## config.mk

```make
export PLATFORM = sky130hd
export DESIGN_NAME = adc_pair_capture
export DESIGN_NICKNAME = d
export VERILOG_FILES = /design/src/rtl/adc_cap_pkg.sv /design/src/rtl/adc_sclk_div.sv /design/src/rtl/adc_frame_seq.sv /design/src/rtl/adc_chan_shift.sv /design/src/rtl/adc_pair_capture.sv
export SDC_FILE = /design/constraint.sdc
export NUM_CORES = 1
export LEC_CHECK = 0
export BUFFER_PORTS_ARGS = -buffer_cell sky130_fd_sc_hd__buf_2
export CORE_MARGIN = 1.5
export CORE_UTILIZATION = 54
export DETAILED_ROUTE_END_ITERATION = 7
export GPL_TIMING_DRIVEN = 0
export MAX_ROUTING_LAYER = met4
export PLACE_DENSITY = 0.76
export SETUP_SLACK_MARGIN = 0.1
export SLEW_MARGIN = 20
export SYNTH_ARGS = -nofsm -noshare
export SYNTH_HDL_FRONTEND = slang
export SYNTH_SLANG_ARGS = --single-unit
```

## constraint.sdc

```tcl
create_clock -name clk -period 4.5 [get_ports clk]
set_input_delay 0.45 -clock clk [delete_from_list [all_inputs] [get_ports clk]]
set_output_delay 0.45 -clock clk [all_outputs]
set_load 0.01 [all_outputs]
```

## src/rtl/adc_cap_pkg.sv

```systemverilog
package adc_cap_pkg;

   // First serial cycle (counted from 1) that carries field `ch`
   function automatic int unsigned field_first_cyc(int unsigned ch, int unsigned gap,
                                                   int unsigned width);
      return gap * (ch + 1) + width * ch + 1;
   endfunction

   // Serial cycles in one transaction: a gap around every field
   function automatic int unsigned frame_cycles(int unsigned nch, int unsigned gap,
                                                int unsigned width);
      return gap * (nch + 1) + width * nch;
   endfunction

endpackage

```

## src/rtl/adc_sclk_div.sv

```systemverilog
module adc_sclk_div #(
   parameter int unsigned HALF = 2
) (
   input  logic clk,
   input  logic rst_n,
   input  logic run_i,
   input  logic sclk_en_i,
   output logic wrap_o,
   output logic rise_o,
   output logic sclk_o
);
   localparam int unsigned PERIOD = 2 * HALF;
   localparam int unsigned CNT_W  = (PERIOD > 1) ? $clog2(PERIOD) : 1;
   localparam logic [CNT_W-1:0] DIV_LAST = CNT_W'(PERIOD - 1);
   localparam logic [CNT_W-1:0] DIV_RISE = CNT_W'(HALF - 1);

   logic [CNT_W-1:0] div_q;
   logic             sclk_q;

   initial begin
      assert (HALF >= 1) else $error("adc_sclk_div: HALF must be at least 1");
   end

   assign wrap_o = run_i && (div_q == DIV_LAST);
   assign rise_o = run_i && (div_q == DIV_RISE);
   assign sclk_o = sclk_q;

   always_ff @(posedge clk) begin
      if (!rst_n) begin
         div_q  <= '0;
         sclk_q <= 1'b0;
      end else begin
         if (!run_i || wrap_o) div_q <= '0;
         else                  div_q <= div_q + 1'b1;

         if (!run_i || wrap_o)         sclk_q <= 1'b0;
         else if (rise_o && sclk_en_i) sclk_q <= 1'b1;
      end
   end

   AST_SCLK_IDLE_LOW: assert property (@(posedge clk) disable iff (!rst_n)
      !run_i |-> !sclk_q);

endmodule

```

## src/rtl/adc_frame_seq.sv

```systemverilog
module adc_frame_seq #(
   parameter int unsigned FRAME = 34,
   parameter int unsigned CYC_W = 6
) (
   input  logic             clk,
   input  logic             rst_n,
   input  logic             start_i,
   input  logic             wrap_i,
   output logic             busy_o,
   output logic             conv_o,
   output logic             valid_o,
   output logic             last_o,
   output logic [CYC_W-1:0] cyc_o
);
   logic             busy_q, conv_q, primed_q, valid_q;
   logic [CYC_W-1:0] cyc_q;
   logic             accept;

   initial begin
      assert (FRAME >= 1 && FRAME < (1 << CYC_W))
         else $error("adc_frame_seq: CYC_W too narrow for FRAME");
   end

   assign accept = start_i && !busy_q;
   assign last_o = busy_q && wrap_i && (cyc_q == CYC_W'(FRAME));

   always_ff @(posedge clk) begin
      if (!rst_n) begin
         busy_q   <= 1'b0;
         conv_q   <= 1'b0;
         primed_q <= 1'b0;
         valid_q  <= 1'b0;
         cyc_q    <= '0;
      end else begin
         valid_q <= last_o && primed_q;
         if (accept) begin
            busy_q <= 1'b1;
            conv_q <= 1'b1;
            cyc_q  <= '0;
         end else if (busy_q && wrap_i) begin
            cyc_q <= cyc_q + 1'b1;
            if (cyc_q == '0) conv_q <= 1'b0;
            if (last_o) begin
               busy_q   <= 1'b0;
               primed_q <= 1'b1;
            end
         end
      end
   end

   assign busy_o  = busy_q;
   assign conv_o  = conv_q;
   assign valid_o = valid_q;
   assign cyc_o   = cyc_q;

   AST_VALID_ONE_CYCLE: assert property (@(posedge clk) disable iff (!rst_n)
      valid_q |=> !valid_q);
   AST_VALID_WHEN_IDLE: assert property (@(posedge clk) disable iff (!rst_n)
      valid_q |-> !busy_q);
   AST_START_IGNORED: assert property (@(posedge clk) disable iff (!rst_n)
      (busy_q && start_i && cyc_q != '0) |=> !conv_q);

endmodule

```

## src/rtl/adc_chan_shift.sv

```systemverilog
module adc_chan_shift #(
   parameter int unsigned W     = 14,
   parameter int unsigned OUT_W = 16,
   parameter int unsigned FIRST = 3,
   parameter int unsigned CYC_W = 6
) (
   input  logic             clk,
   input  logic             rst_n,
   input  logic             sample_i,
   input  logic [CYC_W-1:0] cyc_i,
   input  logic             miso_i,
   input  logic             load_i,
   output logic [OUT_W-1:0] word_o
);
   localparam logic [CYC_W-1:0] WIN_LO = CYC_W'(FIRST);
   localparam logic [CYC_W-1:0] WIN_HI = CYC_W'(FIRST + W - 1);

   logic [W-1:0]     sh_q;
   logic [OUT_W-1:0] word_q;
   logic [OUT_W-1:0] ext;
   logic             in_win;

   initial begin
      assert (OUT_W >= W) else $error("adc_chan_shift: OUT_W narrower than W");
      assert (W >= 2) else $error("adc_chan_shift: W must be at least 2");
   end

   assign in_win = (cyc_i >= WIN_LO) && (cyc_i <= WIN_HI);

   generate
      if (OUT_W > W) begin : g_extend
         assign ext = {{(OUT_W - W){sh_q[W-1]}}, sh_q};
      end else begin : g_plain
         assign ext = sh_q;
      end
   endgenerate

   always_ff @(posedge clk) begin
      if (!rst_n) begin
         sh_q   <= '0;
         word_q <= '0;
      end else begin
         if (sample_i && in_win) sh_q <= {sh_q[W-2:0], miso_i};
         if (load_i) word_q <= ext;
      end
   end

   assign word_o = word_q;

   AST_WORD_HOLD: assert property (@(posedge clk) disable iff (!rst_n)
      !$past(load_i) |-> $stable(word_q));

endmodule

```

## src/rtl/adc_pair_capture.sv

```systemverilog
module adc_pair_capture #(
   parameter int unsigned SCLK_HALF = 2,
   parameter int unsigned SAMPLE_W  = 14,
   parameter int unsigned WORD_W    = 16,
   parameter int unsigned GAP_CLKS  = 2
) (
   input  logic              clk,
   input  logic              rst_n,
   input  logic              start_i,
   input  logic              miso_i,
   output logic              conv_o,
   output logic              sclk_o,
   output logic [WORD_W-1:0] ch0_word_o,
   output logic [WORD_W-1:0] ch1_word_o,
   output logic              valid_o,
   output logic              busy_o
);
   import adc_cap_pkg::*;

   localparam int unsigned NCH   = 2;
   localparam int unsigned FRAME = frame_cycles(NCH, GAP_CLKS, SAMPLE_W);
   localparam int unsigned CYC_W = $clog2(FRAME + 1);

   logic             wrap, rise, last, busy;
   logic [CYC_W-1:0] cyc;
   logic [WORD_W-1:0] words [NCH];

   initial begin
      assert (FRAME == 34) else $error("adc_pair_capture: transaction must be 34 cycles");
   end

   adc_frame_seq #(.FRAME(FRAME), .CYC_W(CYC_W)) u_seq (
      .clk    (clk),
      .rst_n  (rst_n),
      .start_i(start_i),
      .wrap_i (wrap),
      .busy_o (busy),
      .conv_o (conv_o),
      .valid_o(valid_o),
      .last_o (last),
      .cyc_o  (cyc)
   );

   adc_sclk_div #(.HALF(SCLK_HALF)) u_div (
      .clk      (clk),
      .rst_n    (rst_n),
      .run_i    (busy),
      .sclk_en_i(cyc != '0),
      .wrap_o   (wrap),
      .rise_o   (rise),
      .sclk_o   (sclk_o)
   );

   generate
      for (genvar ch = 0; ch < NCH; ch++) begin : g_chan
         adc_chan_shift #(
            .W    (SAMPLE_W),
            .OUT_W(WORD_W),
            .FIRST(field_first_cyc(ch, GAP_CLKS, SAMPLE_W)),
            .CYC_W(CYC_W)
         ) u_shift (
            .clk     (clk),
            .rst_n   (rst_n),
            .sample_i(rise),
            .cyc_i   (cyc),
            .miso_i  (miso_i),
            .load_i  (last),
            .word_o  (words[ch])
         );
      end
   endgenerate

   assign ch0_word_o = words[0];
   assign ch1_word_o = words[1];
   assign busy_o     = busy;

   AST_CONV_NO_SCLK: assert property (@(posedge clk) disable iff (!rst_n)
      conv_o |-> !sclk_o);
   AST_BUSY_FALL_VALID: assert property (@(posedge clk) disable iff (!rst_n)
      $rose(valid_o) |-> $fell(busy_o));

endmodule

```

# Word level (Yosys, flattened, before mapping)
# Cells that the tools add are included.
[classes]
reduce_logical = 23
eq_ne = 3
n_mux = 6
add_sub_neg = 2
bitwise = 2
magnitude_cmp = 4
[op_table]
columns = ["op", "count"]
rows = [
  ["$logic_and A1 B1 Y1", 11],
  ["$add A6 B1 Y6 const B", 1],
  ["$eq A6 B6 Y1 const B", 1],
  ["$ge A6 B2 Y1 const B", 1],
  ["$ge A6 B5 Y1 const B", 1],
  ["$le A6 B5 Y1 const B", 1],
  ["$le A6 B6 Y1 const B", 1],
  ["$logic_not A6 Y1", 1],
  ["$mux W1", 6],
  ["$reduce_bool A2 Y1", 3],
  ["$reduce_bool A6 Y1", 1],
  ["$reduce_and A2 Y1", 2],
  ["$reduce_or A2 Y1", 2],
  ["$reduce_and A3 Y1", 1],
  ["$add A2 B1 Y2 const B", 1],
  ["$eq A2 B1 Y1 const B", 1],
  ["$eq A2 B2 Y1 const B", 1],
  ["$not A1 Y1", 2],
  ["$logic_not A1 Y1", 1],
  ["$logic_or A1 B1 Y1", 1],
]
[totals]
inputBits = 4
output_inout_bits = 36
register_bits = 69
wordCells = 51

# Logic depth before layout (Yosys ltp)
# Gate-level depths: netlist (run 1).
[logic_depth]
depth_word = 7
depth_mapped = 7
depth_no_buf = 5

# By module
# Synthesis (run 1) repeated with hierarchy kept, for this count alone.
[unflattened]
cells_unflattened = 262
hier_area_um2 = 2806.4
[modules_own_cells]
columns = ["mod", "area_per_inst_um2", "seq_area_each_um2", "n_inst", "cells_each"]
rows = [
  ["adc_chan_shift (g_chan[0].u_shift)", 1111.1, 560.5, 1, 98],
  ["adc_chan_shift (g_chan[1].u_shift)", 1089.8, 560.5, 1, 100],
  ["adc_frame_seq", 449.2, 200.2, 1, 48],
  ["adc_sclk_div", 142.6, 60.1, 1, 13],
  ["adc_pair_capture", 13.8, 0.0, 1, 3],
]

# Least setup slack after synthesis (run 1)
# Ideal clock, no wire load.
[synth_path]
path_kind = "register -> register"
from = "reg u_seq.cyc_q[0], in the netlist u_seq.cyc_o[0]"
to = "reg g_chan[0].u_shift.sh_q[10]"
stages_incl_launch_ff = 7
path_buffers = 1
setup_time_ns = 0.072
arrival_ns = 1.849
period_less_slack_ns = 1.921
path_slack_ns = 2.579
required_ns = 4.428
cell_sequence = "dfxtp_1 inv_1 ha_1 or3b_4 a2111oi_4 buf_6 mux2i_1"
[synth_between]
elab_chain_cells = 3
elab_cells_between_ends = 4
cone_classes = "order compare (2); reduce/logical (2)"
[synth_rtl]
columns = ["element", "line_no", "source"]
rows = [
  ["start: declaration", "adc_frame_seq.sv:16", "logic [CYC_W-1:0] cyc_q;"],
  ["start signal: assignment", "adc_frame_seq.sv:41", "cyc_q <= cyc_q + 1'b1;"],
  ["$ge A6 B2 Y1 / $le A6 B5 Y1 (equally long branches)", "adc_chan_shift.sv:28", "assign in_win = (cyc_i >= WIN_LO) && (cyc_i <= WIN_HI);"],
  ["$logic_and A1 B1 Y1 (*)", "adc_chan_shift.sv:28", ""],
  ["$logic_and A1 B1 Y1 (*)", "adc_chan_shift.sv:43", "if (sample_i && in_win) sh_q <= {sh_q[W-2:0], miso_i};"],
  ["end signal: assignment", "adc_chan_shift.sv:43", ""],
  ["end: declaration", "adc_chan_shift.sv:18", "logic [W-1:0] sh_q;"],
]
# Every way passes the cells marked *; elsewhere a longest branch is shown, timed or not.
# A chain may end at the register's enable or synchronous reset.

# Final worst setup path (run 1)
# Ends and elaborated chain as after synthesis.

==> Flow_metrics.wiki, run 1 <==
{| class="wikitable"
! Metric !! Value
|-
| Number of violations of the max-capacitance limit || 0
|-
| Crit. Startpoint || u_seq.cyc_o[0]$_SDFFE_PP0P_
|-
| Via count normalized by instance count || 5.26
|-
| Number of nets in the final layout || 354
|-
| Outcome || finished clean
|-
| Library cell used as clock root buffer || sky130_fd_sc_hd__clkbuf_8
|-
| Post-synth design cell area || 2800 sq um
|-
| Startpoint types || register
|-
| Num CTS Buffers || 9
|-
| Library cell with the highest instance count after synthesis || sky130_fd_sc_hd__dfxtp_1
|-
| Vias in the first global route || 1911
|-
| Area of the die || 5620 sq um
|-
| Setup slack of the most critical reg-to-reg path || 2.34 ns
|-
| Sequential group share of total power || 0.565
|-
| Sink count of the clock tree || 69
|-
| Post-synthesis async set-or-reset flop share || 0
|-
| Maximum clock rate || 0.462 GHz
|-
| Gr usage total || 0.227
|-
| Category of the critical setup timing path || reg2reg
|-
| Maximum vdd drop || 205 uV
|-
| Data required time at the worst endpoint || 4.76 ns
|-
| Pin slew with the least headroom to its limit || 0.660 ns
|-
| Count of final setup violators || 0
|-
| Initial antenna violation count || 0
|-
| HP Class || in2reg
|-
| Post-route clock period utilization || 0.481
|-
| Proportion of synthesized chip area in sequential cells || 0.494
|-
| Number of buffers between clock root and the deepest sink || 2
|-
| First-pass iteration count of the detailed router || 4
|-
| Number of top-level design ports || 40
|-
| Clock H-tree levels || 3
|-
| Time the worst path needs with I/O delays and setup || 2.16 ns
|-
| Rel. slew slack || 0.558
|-
| Insertion delay to the later sink of the worst-skew pair || 0.33 ns
|-
| Worst R2R Path Depth || 6
|-
| DRT iter0 DRCs || 128
|-
| Reported net switching power || 0.224 mW
|-
| Cell type with the largest total area after synthesis || sky130_fd_sc_hd__dfxtp_1
|-
| Total power draw || 1.09 mW
|-
| Final estimated routing congestion in global placement || 0.799
|-
| Flip-flop cell with the highest count after synthesis || sky130_fd_sc_hd__dfxtp_1
|-
| Antenna-violating nets left || 0
|-
| Top cells by area in the synthesized netlist || sky130_fd_sc_hd__dfxtp_1 (49%), sky130_fd_sc_hd__mux2i_1 (10%), sky130_fd_sc_hd__a21boi_0 (7.5%)
|-
| Warning count from the yosys run || 0
|-
| Number of stages on the worst hold path || 3
|-
| Die width || 75.0 microns
|-
| Number of resized instances in the post-cts repair step || 0
|-
| Proportion of power drawn by combinational gates || 0.022
|-
| Wire length of the first global-routing pass || 9.11 mm
|-
| Placeable core area || 5040 sq um
|-
| Syn nets || 305
|-
| Fillers || 454
|-
| Top cells by instance count after synthesis || sky130_fd_sc_hd__dfxtp_1 (69), sky130_fd_sc_hd__nand2_1 (35), sky130_fd_sc_hd__nand3_1 (32), sky130_fd_sc_hd__o21ai_0 (32)
|-
| Fin. Hold Viols || 0
|-
| Clock power frac || 0.413
|-
| CP max FO || 10
|-
| Number of max-slew violations in the final report || 0
|-
| Sum of net half-perimeters after detailed placement || 3.89 mm
|-
| Final sum of negative setup slack || 0 ns
|-
| Clock transition at the registers of the reported paths || 0.07 ns
|-
| Maximum number of pins on one net before global-route repair || 11
|-
| PnR worst setup slack || 2.34 ns
|-
| Final routed wire length divided by cell count || 13.1 microns
|-
| Worst r2r dst || g_chan[0].u_shift.sh_q[10]$_SDFFE_PN0P_
|-
| Initial core utilization || 0.555
|-
| Distinct cell type count of the synthesized netlist || 35
|-
| Gate Count Post-Synth || 296
|-
| N_diodes || 0
|-
| Data arrival at the endpoint of the critical path || 2.43 ns
|-
| RSZ-0062 raised after global routing || no
|-
| Area Growth Syn to Fin || 16.3%
|-
| Area share of the leading cell type in the synthesized netlist || 0.494
|-
| FF-to-FF Start || u_seq.cyc_o[0]$_SDFFE_PP0P_
|-
| Number of DRC violations after detailed routing || 0
|-
| Int Power || 0.863 mW
|-
| Kind of end point of the critical path || register
|-
| Worst clock skew on the final layout || 0.00746 ns
|-
| Vert. Die Dim || 75.0 microns
|-
| Total gr overflow || 0
|-
| Vias || 2206
|-
| Post-synth EDFFs || 0
|-
| Synthesized area per cell || 9.45 sq um
|-
| Row Count || 26
|-
| Worst setup endpoint || g_chan[0].u_shift.sh_q[10]$_SDFFE_PN0P_
|-
| Number of hold-repair buffers added at the cts stage || 0
|-
| Place WS || 2.36 ns
|-
| Switching power share of the total || 0.206
|-
| Postcts setup bufs || 0
|-
| Number of I/O port buffers || 38
|-
| Total of flip-flops plus latches after synthesis || 69
|-
| Total detailed-routing wirelength || 5.51 mm
|-
| Share of cells above drive strength 1 || 0.186
|-
| PwrDens || 334 nW/um^2
|-
| Leakage component of the power || 1.21 nW
|-
| Clock tree from TritonCTS || done
|}
## cell usage in the layout, fill, tap and decap left out, drive strengths merged, types with 6 or more instances in the layout
cell,instances
o21ai,32
nand3,32
dfxtp,69
mux2i,28
a21boi,28
buf,49
nand2,35
clkbuf,32
nor2,6
## worst min path at each step
stage	end	from	slack (ns)
after global placement	u_div.div_q[0]$_SDFF_PP0_	u_div.div_q[0]$_SDFF_PP0_	0.43
after detailed placement	u_div.sclk_o$_SDFFE_PP0P_	u_div.sclk_o$_SDFFE_PP0P_	0.44
after CTS	u_seq.busy_o$_SDFFE_PN0P_	start_i	0.37
after global routing	u_seq.busy_o$_SDFFE_PN0P_	start_i	0.37
after floorplan	u_div.div_q[0]$_SDFF_PP0_	u_div.div_q[0]$_SDFF_PP0_	0.42
final	u_seq.busy_o$_SDFFE_PN0P_	start_i	0.38
## area by class of cell
type	instances	area, sq um	share of cell area
multi-input cells	194	1250	0.386
plain buffers	29	146	0.0450
clock inverters	1	5.00	0.00154
flip-flops and latches	69	1380	0.425
clock buffers	14	173	0.0531
well taps	70	87.6	0.0269
repair buffers	38	190	0.0585
inverters	4	15.0	0.00462
## worst max-delay path, stage by stage, from the launching register on
cell,delay [ns]
sky130_fd_sc_hd__dfxtp_1,0.32
sky130_fd_sc_hd__inv_1,0.11
sky130_fd_sc_hd__ha_1,0.18
sky130_fd_sc_hd__or3b_4,0.39
sky130_fd_sc_hd__a2111oi_4,0.63
sky130_fd_sc_hd__buf_6,0.25
sky130_fd_sc_hd__mux2i_1,0.20
## logic make-up after synthesis
group,count (synthesis),share of synthesized area
adders and majority gates,5,0.0224
and+or+nand+nor,89,0.155
AOI/OAI and AO/OA,70,0.165
xor gates and xnor gates,2,0.00627
DFF,69,0.494
muxes,28,0.100
buffers and inverters,33,0.0577
## power by group through the flow
stage          Sequential (mW)  Clock, mW  Combinational (mW)
6_report                 0.614      0.449              0.0241
4_1_cts                  0.614      0.461              0.0242
5_1_grt                  0.614      0.488              0.0270
2_1_floorplan            0.628          0              0.0158
3_5_place_dp             0.628          0              0.0240
3_3_place_gp             0.628          0              0.0238
## registers in the layout, summed over array words and instances (netlist names)
| name | count |
|---|---|
| u_seq.valid_o | 1 |
| g_chan.u_shift.sh_q | 28 |
| g_chan.u_shift.word_o | 28 |
| u_seq.busy_o | 1 |
| u_div.sclk_o | 1 |
| u_seq.cyc_o | 6 |
| u_div.div_q | 2 |
| u_seq.conv_o | 1 |
| u_seq.primed_q | 1 |
## layer usage
metal,GRT usage,share of wire,wire length (microns),up-vias
met3,0.0482,0.049,272,4
met4,0.115,0.011,58,0
met1,0.304,0.50,2730,1017
met2,0.323,0.44,2450,52
met5,-,0,0,-
li1,-,-,-,1133
## stage by stage
step | util | hold WS (ns) | area, sq um | std cells
final | 0.645 | 0.382 | 3250 | 419
after global routing | 0.645 | 0.374 | 3250 | 419
after CTS | 0.645 | 0.367 | 3250 | 419
after detailed placement | 0.610 | 0.438 | 3070 | 404
after global placement | 0.610 | 0.434 | 3070 | 404
after floorplan | - | 0.421 | 2800 | 296
No activity file was read; power rests on OpenSTA's default activity.
==> inputs of run 2 (changes only) <==
Settings changed: ABC_AREA from default to 1, CORE_UTILIZATION 54 to 51, PLACE_DENSITY 0.76 to 0.75.
Clock period 4.5 ns to 1.83 ns, I/O delays scaled along.
==> Flow_metrics.wiki, run 2 <==
{| class="wikitable"
! Metric !! Value
|-
| Outcome || finished clean (unchanged)
|-
| Total gr overflow || 0 (unchanged)
|-
| Final Non-Filler Cells || 514 (was 419)
|-
| Final estimated routing congestion in global placement || 0.826 (was 0.799)
|-
| Gate Count Post-Synth || 389 (was 296)
|-
| Reported net switching power || 0.620 mW (was 0.224 mW)
|-
| Area taken by flip-flops and latches || 1380 sq um (unchanged)
|-
| Kind of end point of the critical path || register (unchanged)
|-
| Final routed wire length divided by cell count || 11.0 microns (was 13.1 microns)
|-
| Post-synth design cell area || 2970 sq um (was 2800 sq um)
|-
| Vias || 2473 (was 2206)
|-
| Area of the multi-input gates || 1200 sq um (was 1250 sq um)
|-
| Switching power share of the total || 0.217 (was 0.206)
|-
| RSZ-0062 raised after global routing || no (unchanged)
|-
| Number of buffers between clock root and the deepest sink || 2 (unchanged)
|-
| Most common cell after layout, fill and taps aside || sky130_fd_sc_hd__nor2_1 (was sky130_fd_sc_hd__dfxtp_1)
|-
| Maximum vdd drop || 509 uV (was 205 uV)
|-
| Synthesized area per cell || 7.64 sq um (was 9.45 sq um)
|-
| Worst hold path startpoint || start_i (unchanged)
|-
| Ordered cell list for the critical path || ha_1 -> nor2_2 -> a21oi_4 -> buf_6 -> nand3_1 -> nand2_1 -> nor2_1 (was inv_1 -> ha_1 -> or3b_4 -> a2111oi_4 -> buf_6 -> mux2i_1)
|-
| Top Family by Delay on Critical Path || flip-flops (was compound AO/OA/AOI/OAI gates)
|-
| Proportion of synthesized chip area in sequential cells || 0.465 (was 0.494)
|-
| Library cell with the highest instance count after synthesis || sky130_fd_sc_hd__nor2_1 (was sky130_fd_sc_hd__dfxtp_1)
|-
| Maximum clock rate || 0.672 GHz (was 0.462 GHz)
|-
| Post-synthesis async set-or-reset flop share || 0 (unchanged)
|-
| Clock H-tree levels || 3 (unchanged)
|-
| Distinct cell type count of the synthesized netlist || 28 (was 35)
|-
| Crit. Startpoint || u_seq.cyc_o[1]$_SDFFE_PP0P_ (was u_seq.cyc_o[0]$_SDFFE_PP0P_)
|-
| Total detailed-routing wirelength || 5.65 mm (was 5.51 mm)
|-
| Proportion of power drawn by combinational gates || 0.033 (was 0.022)
|-
| Placeable core area || 5570 sq um (was 5040 sq um)
|-
| Warning count from the yosys run || 0 (unchanged)
|-
| Count of final setup violators || 0 (unchanged)
|-
| Number of stages on the worst hold path || 3 (unchanged)
|-
| Row Count || 27 (was 26)
|-
| Number of hold-repair buffers added at the cts stage || 0 (unchanged)
|-
| Buffer and inverter count on the worst path || 1 (was 2)
|-
| Sequential group share of total power || 0.531 (was 0.565)
|-
| Number of resized instances in the post-cts repair step || 0 (unchanged)
|-
| Flip-flop cell with the highest count after synthesis || sky130_fd_sc_hd__dfxtp_1 (unchanged)
|-
| Library cell used as clock root buffer || sky130_fd_sc_hd__clkbuf_8 (unchanged)
|-
| Startpoint types || register (unchanged)
|-
| Number of top-level design ports || 40 (unchanged)
|-
| Insertion delay to the later sink of the worst-skew pair || 0.34 ns (was 0.33 ns)
|-
| Post-route cell area || 3450 sq um (was 3250 sq um)
|-
| Clock transition at the registers of the reported paths || 0.07 ns (about the same)
|-
| Num CTS Buffers || 9 (unchanged)
|-
| Pin slew with the least headroom to its limit || 0.374 ns (was 0.660 ns)
|-
| Area of the die || 6290 sq um (was 5620 sq um)
|-
| Leakage component of the power || 1.51 nW (was 1.21 nW)
|-
| Rel. slew slack || 0.751 (was 0.558)
|-
| Post-route clock period utilization || 0.813 (was 0.481)
|-
| Initial core utilization || 0.533 (was 0.555)
|-
| Wire length of the first global-routing pass || 9.80 mm (was 9.11 mm)
|-
| Time the worst path needs with I/O delays and setup || 1.49 ns (was 2.16 ns)
|-
| N_diodes || 0 (unchanged)
|-
| Area share of the leading cell type in the synthesized netlist || 0.465 (was 0.494)
|-
| Number of cells in the design after placement || 499 (was 404)
|-
| Worst R2R Path Depth || 7 (was 6)
|-
| Top cells by area in the synthesized netlist || sky130_fd_sc_hd__dfxtp_1 (47%), sky130_fd_sc_hd__nor2_1 (12%), sky130_fd_sc_hd__nand3_1 (5.7%) (was sky130_fd_sc_hd__dfxtp_1 (49%), sky130_fd_sc_hd__mux2i_1 (10%), sky130_fd_sc_hd__a21boi_0 (7.5%))
|-
| Worst r2r dst || g_chan[1].u_shift.sh_q[0]$_SDFFE_PN0P_ (was g_chan[0].u_shift.sh_q[10]$_SDFFE_PN0P_)
|-
| Int Power || 2.23 mW (was 0.863 mW)
|-
| HP Class || in2reg (unchanged)
|-
| Data arrival at the endpoint of the critical path || 1.73 ns (was 2.43 ns)
|-
| Terminating pin of the worst hold path || u_seq.conv_o$_SDFFE_PN0P_ (was u_seq.busy_o$_SDFFE_PN0P_)
|-
| Fin. Hold Viols || 0 (unchanged)
|-
| Sink count of the clock tree || 69 (unchanged)
|-
| Total of flip-flops plus latches after synthesis || 69 (unchanged)
|-
| Cell type with the largest total area after synthesis || sky130_fd_sc_hd__dfxtp_1 (unchanged)
|-
| Sum of net half-perimeters after detailed placement || 3.99 mm (was 3.89 mm)
|-
| CP max FO || 10 (unchanged)
|-
| Worst slack on hold paths || 0.134 ns (was 0.382 ns)
|-
| Area after DPL || 3250 sq um (was 3070 sq um)
|-
| Number of nets in the final layout || 447 (was 354)
|-
| Antenna-violating nets left || 0 (unchanged)
|-
| Worst clock skew on the final layout || 0.00838 ns (was 0.00746 ns)
|-
| Via count normalized by instance count || 4.81 (was 5.26)
|-
| Category of the critical setup timing path || reg2reg (unchanged)
|-
| Maximum number of pins on one net before global-route repair || 12 (was 11)
|-
| Area Growth Syn to Fin || 16.1% (was 16.3%)
|-
| Data required time at the worst endpoint || 2.07 ns (was 4.76 ns)
|-
| Number of DRC violations after detailed routing || 0 (unchanged)
|-
| Setup slack of the most critical reg-to-reg path || 0.34 ns (was 2.34 ns)
|-
| Syn nets || 398 (was 305)
|-
| Peak per-stage delay on the critical path || 0.40 ns (was 0.63 ns)
|-
| Initial antenna violation count || 0 (unchanged)
|-
| Number of max-slew violations in the final report || 0 (unchanged)
|-
| Vert. Die Dim || 79.3 microns (was 75.0 microns)
|-
| Fillers || 499 (was 454)
|-
| Die width || 79.3 microns (was 75.0 microns)
|-
| Most frequent cells in the layout || sky130_fd_sc_hd__nor2_1 (97), sky130_fd_sc_hd__dfxtp_1 (69), sky130_fd_sc_hd__buf_2 (43), sky130_fd_sc_hd__inv_1 (39), sky130_fd_sc_hd__nand2_1 (39) (was sky130_fd_sc_hd__dfxtp_1 (69), sky130_fd_sc_hd__buf_2 (41), sky130_fd_sc_hd__nand2_1 (35), sky130_fd_sc_hd__nand3_1 (32), sky130_fd_sc_hd__o21ai_0 (32))
|-
| First-pass iteration count of the detailed router || 4 (unchanged)
|-
| Number of I/O port buffers || 38 (unchanged)
|-
| Post-synth EDFFs || 0 (unchanged)
|-
| Gr usage total || 0.206 (was 0.227)
|-
| Share of cells above drive strength 1 || 0.197 (was 0.186)
|-
| Postcts setup bufs || 0 (unchanged)
|-
| PwrDens || 826 nW/um^2 (was 334 nW/um^2)
|-
| Slowest stage cell on the critical path || sky130_fd_sc_hd__dfxtp_1 (was sky130_fd_sc_hd__a2111oi_4)
|-
| Top cells by instance count after synthesis || sky130_fd_sc_hd__nor2_1 (97), sky130_fd_sc_hd__dfxtp_1 (69), sky130_fd_sc_hd__inv_1 (39), sky130_fd_sc_hd__nand2_1 (39), sky130_fd_sc_hd__nand3_1 (34) (was sky130_fd_sc_hd__dfxtp_1 (69), sky130_fd_sc_hd__nand2_1 (35), sky130_fd_sc_hd__nand3_1 (32), sky130_fd_sc_hd__o21ai_0 (32))
|-
| DRT iter0 DRCs || 192 (was 128)
|-
| Clock tree from TritonCTS || done (unchanged)
|-
| Clock power frac || 0.436 (was 0.413)
|-
| Vias in the first global route || 2198 (was 1911)
|-
| Final sum of negative setup slack || 0 ns (unchanged)
|-
| FF-to-FF Start || u_seq.cyc_o[1]$_SDFFE_PP0P_ (was u_seq.cyc_o[0]$_SDFFE_PP0P_)
|-
| Number of violations of the max-capacitance limit || 0 (unchanged)
|}
==> run 2: through the flow <==
step	power [mW]	util	worst slack, ns
6_report	2.85	0.619	0.343
5_1_grt	2.95	0.619	0.180
4_1_cts	2.87	0.619	0.341
3_5_place_dp	1.64	0.583	0.350
3_3_place_gp	1.64	0.583	0.371
2_1_floorplan	1.62	-	0.507
==> run 2: worst max path at each step <==
stage / cells after the start / endpoint
after global placement: 7 / g_chan[1].u_shift.word_o[0]$_SDFFE_PN0P_
after global routing: 7 / g_chan[1].u_shift.sh_q[0]$_SDFFE_PN0P_
after CTS: 7 / g_chan[1].u_shift.word_o[0]$_SDFFE_PN0P_
final: 7 / g_chan[1].u_shift.sh_q[0]$_SDFFE_PN0P_
after floorplan: 8 / g_chan[0].u_shift.sh_q[4]$_SDFFE_PN0P_
after detailed placement: 7 / g_chan[1].u_shift.sh_q[0]$_SDFFE_PN0P_
==> run 2: kinds of logic after synthesis <==
family	Yosys count	synth area share
and+or+nand+nor	182	0.264
DFF	69	0.465
buffers and inverters	66	0.130
AOI/OAI and AO/OA	65	0.114
adders and majority gates	5	0.0211
xor gates and xnor gates	2	0.00590
==> run 2: worst reg2reg max path: stages, from the launching register on <==
cell	delay (ns)
sky130_fd_sc_hd__dfxtp_1	0.40
sky130_fd_sc_hd__ha_1	0.22
sky130_fd_sc_hd__nor2_2	0.07
sky130_fd_sc_hd__a21oi_4	0.32
sky130_fd_sc_hd__buf_6	0.20
sky130_fd_sc_hd__nand3_1	0.09
sky130_fd_sc_hd__nand2_1	0.06
sky130_fd_sc_hd__nor2_1	0.04
==> run 2: final cells by class <==
cell class                 instances  area share
multi-input combinational        254       0.349
inverter                          41      0.0468
sequential                        69       0.400
clock buffer                      11      0.0439
clock inverter                     4      0.0138
timing repair buffer              38      0.0551
tap                               72      0.0261
buffer                            25      0.0649
==> run 2: layer usage <==
layer	part of all wire	global-route usage	up-vias
met5	0	-	-
met4	0.013	0.0754	0
met3	0.049	0.0667	8
met2	0.45	0.319	50
met1	0.48	0.253	1097
li1	-	-	1318
==> run 2: power groups by stage <==
stage / sequential, mW / combinational [mW] / clock [mW]
after floorplan: 1.55 / 0.0670 / 0
after global placement: 1.55 / 0.0921 / 0
after detailed placement: 1.55 / 0.0936 / 0
after CTS: 1.51 / 0.0937 / 1.27
after global routing: 1.51 / 0.107 / 1.33
final: 1.51 / 0.0932 / 1.24
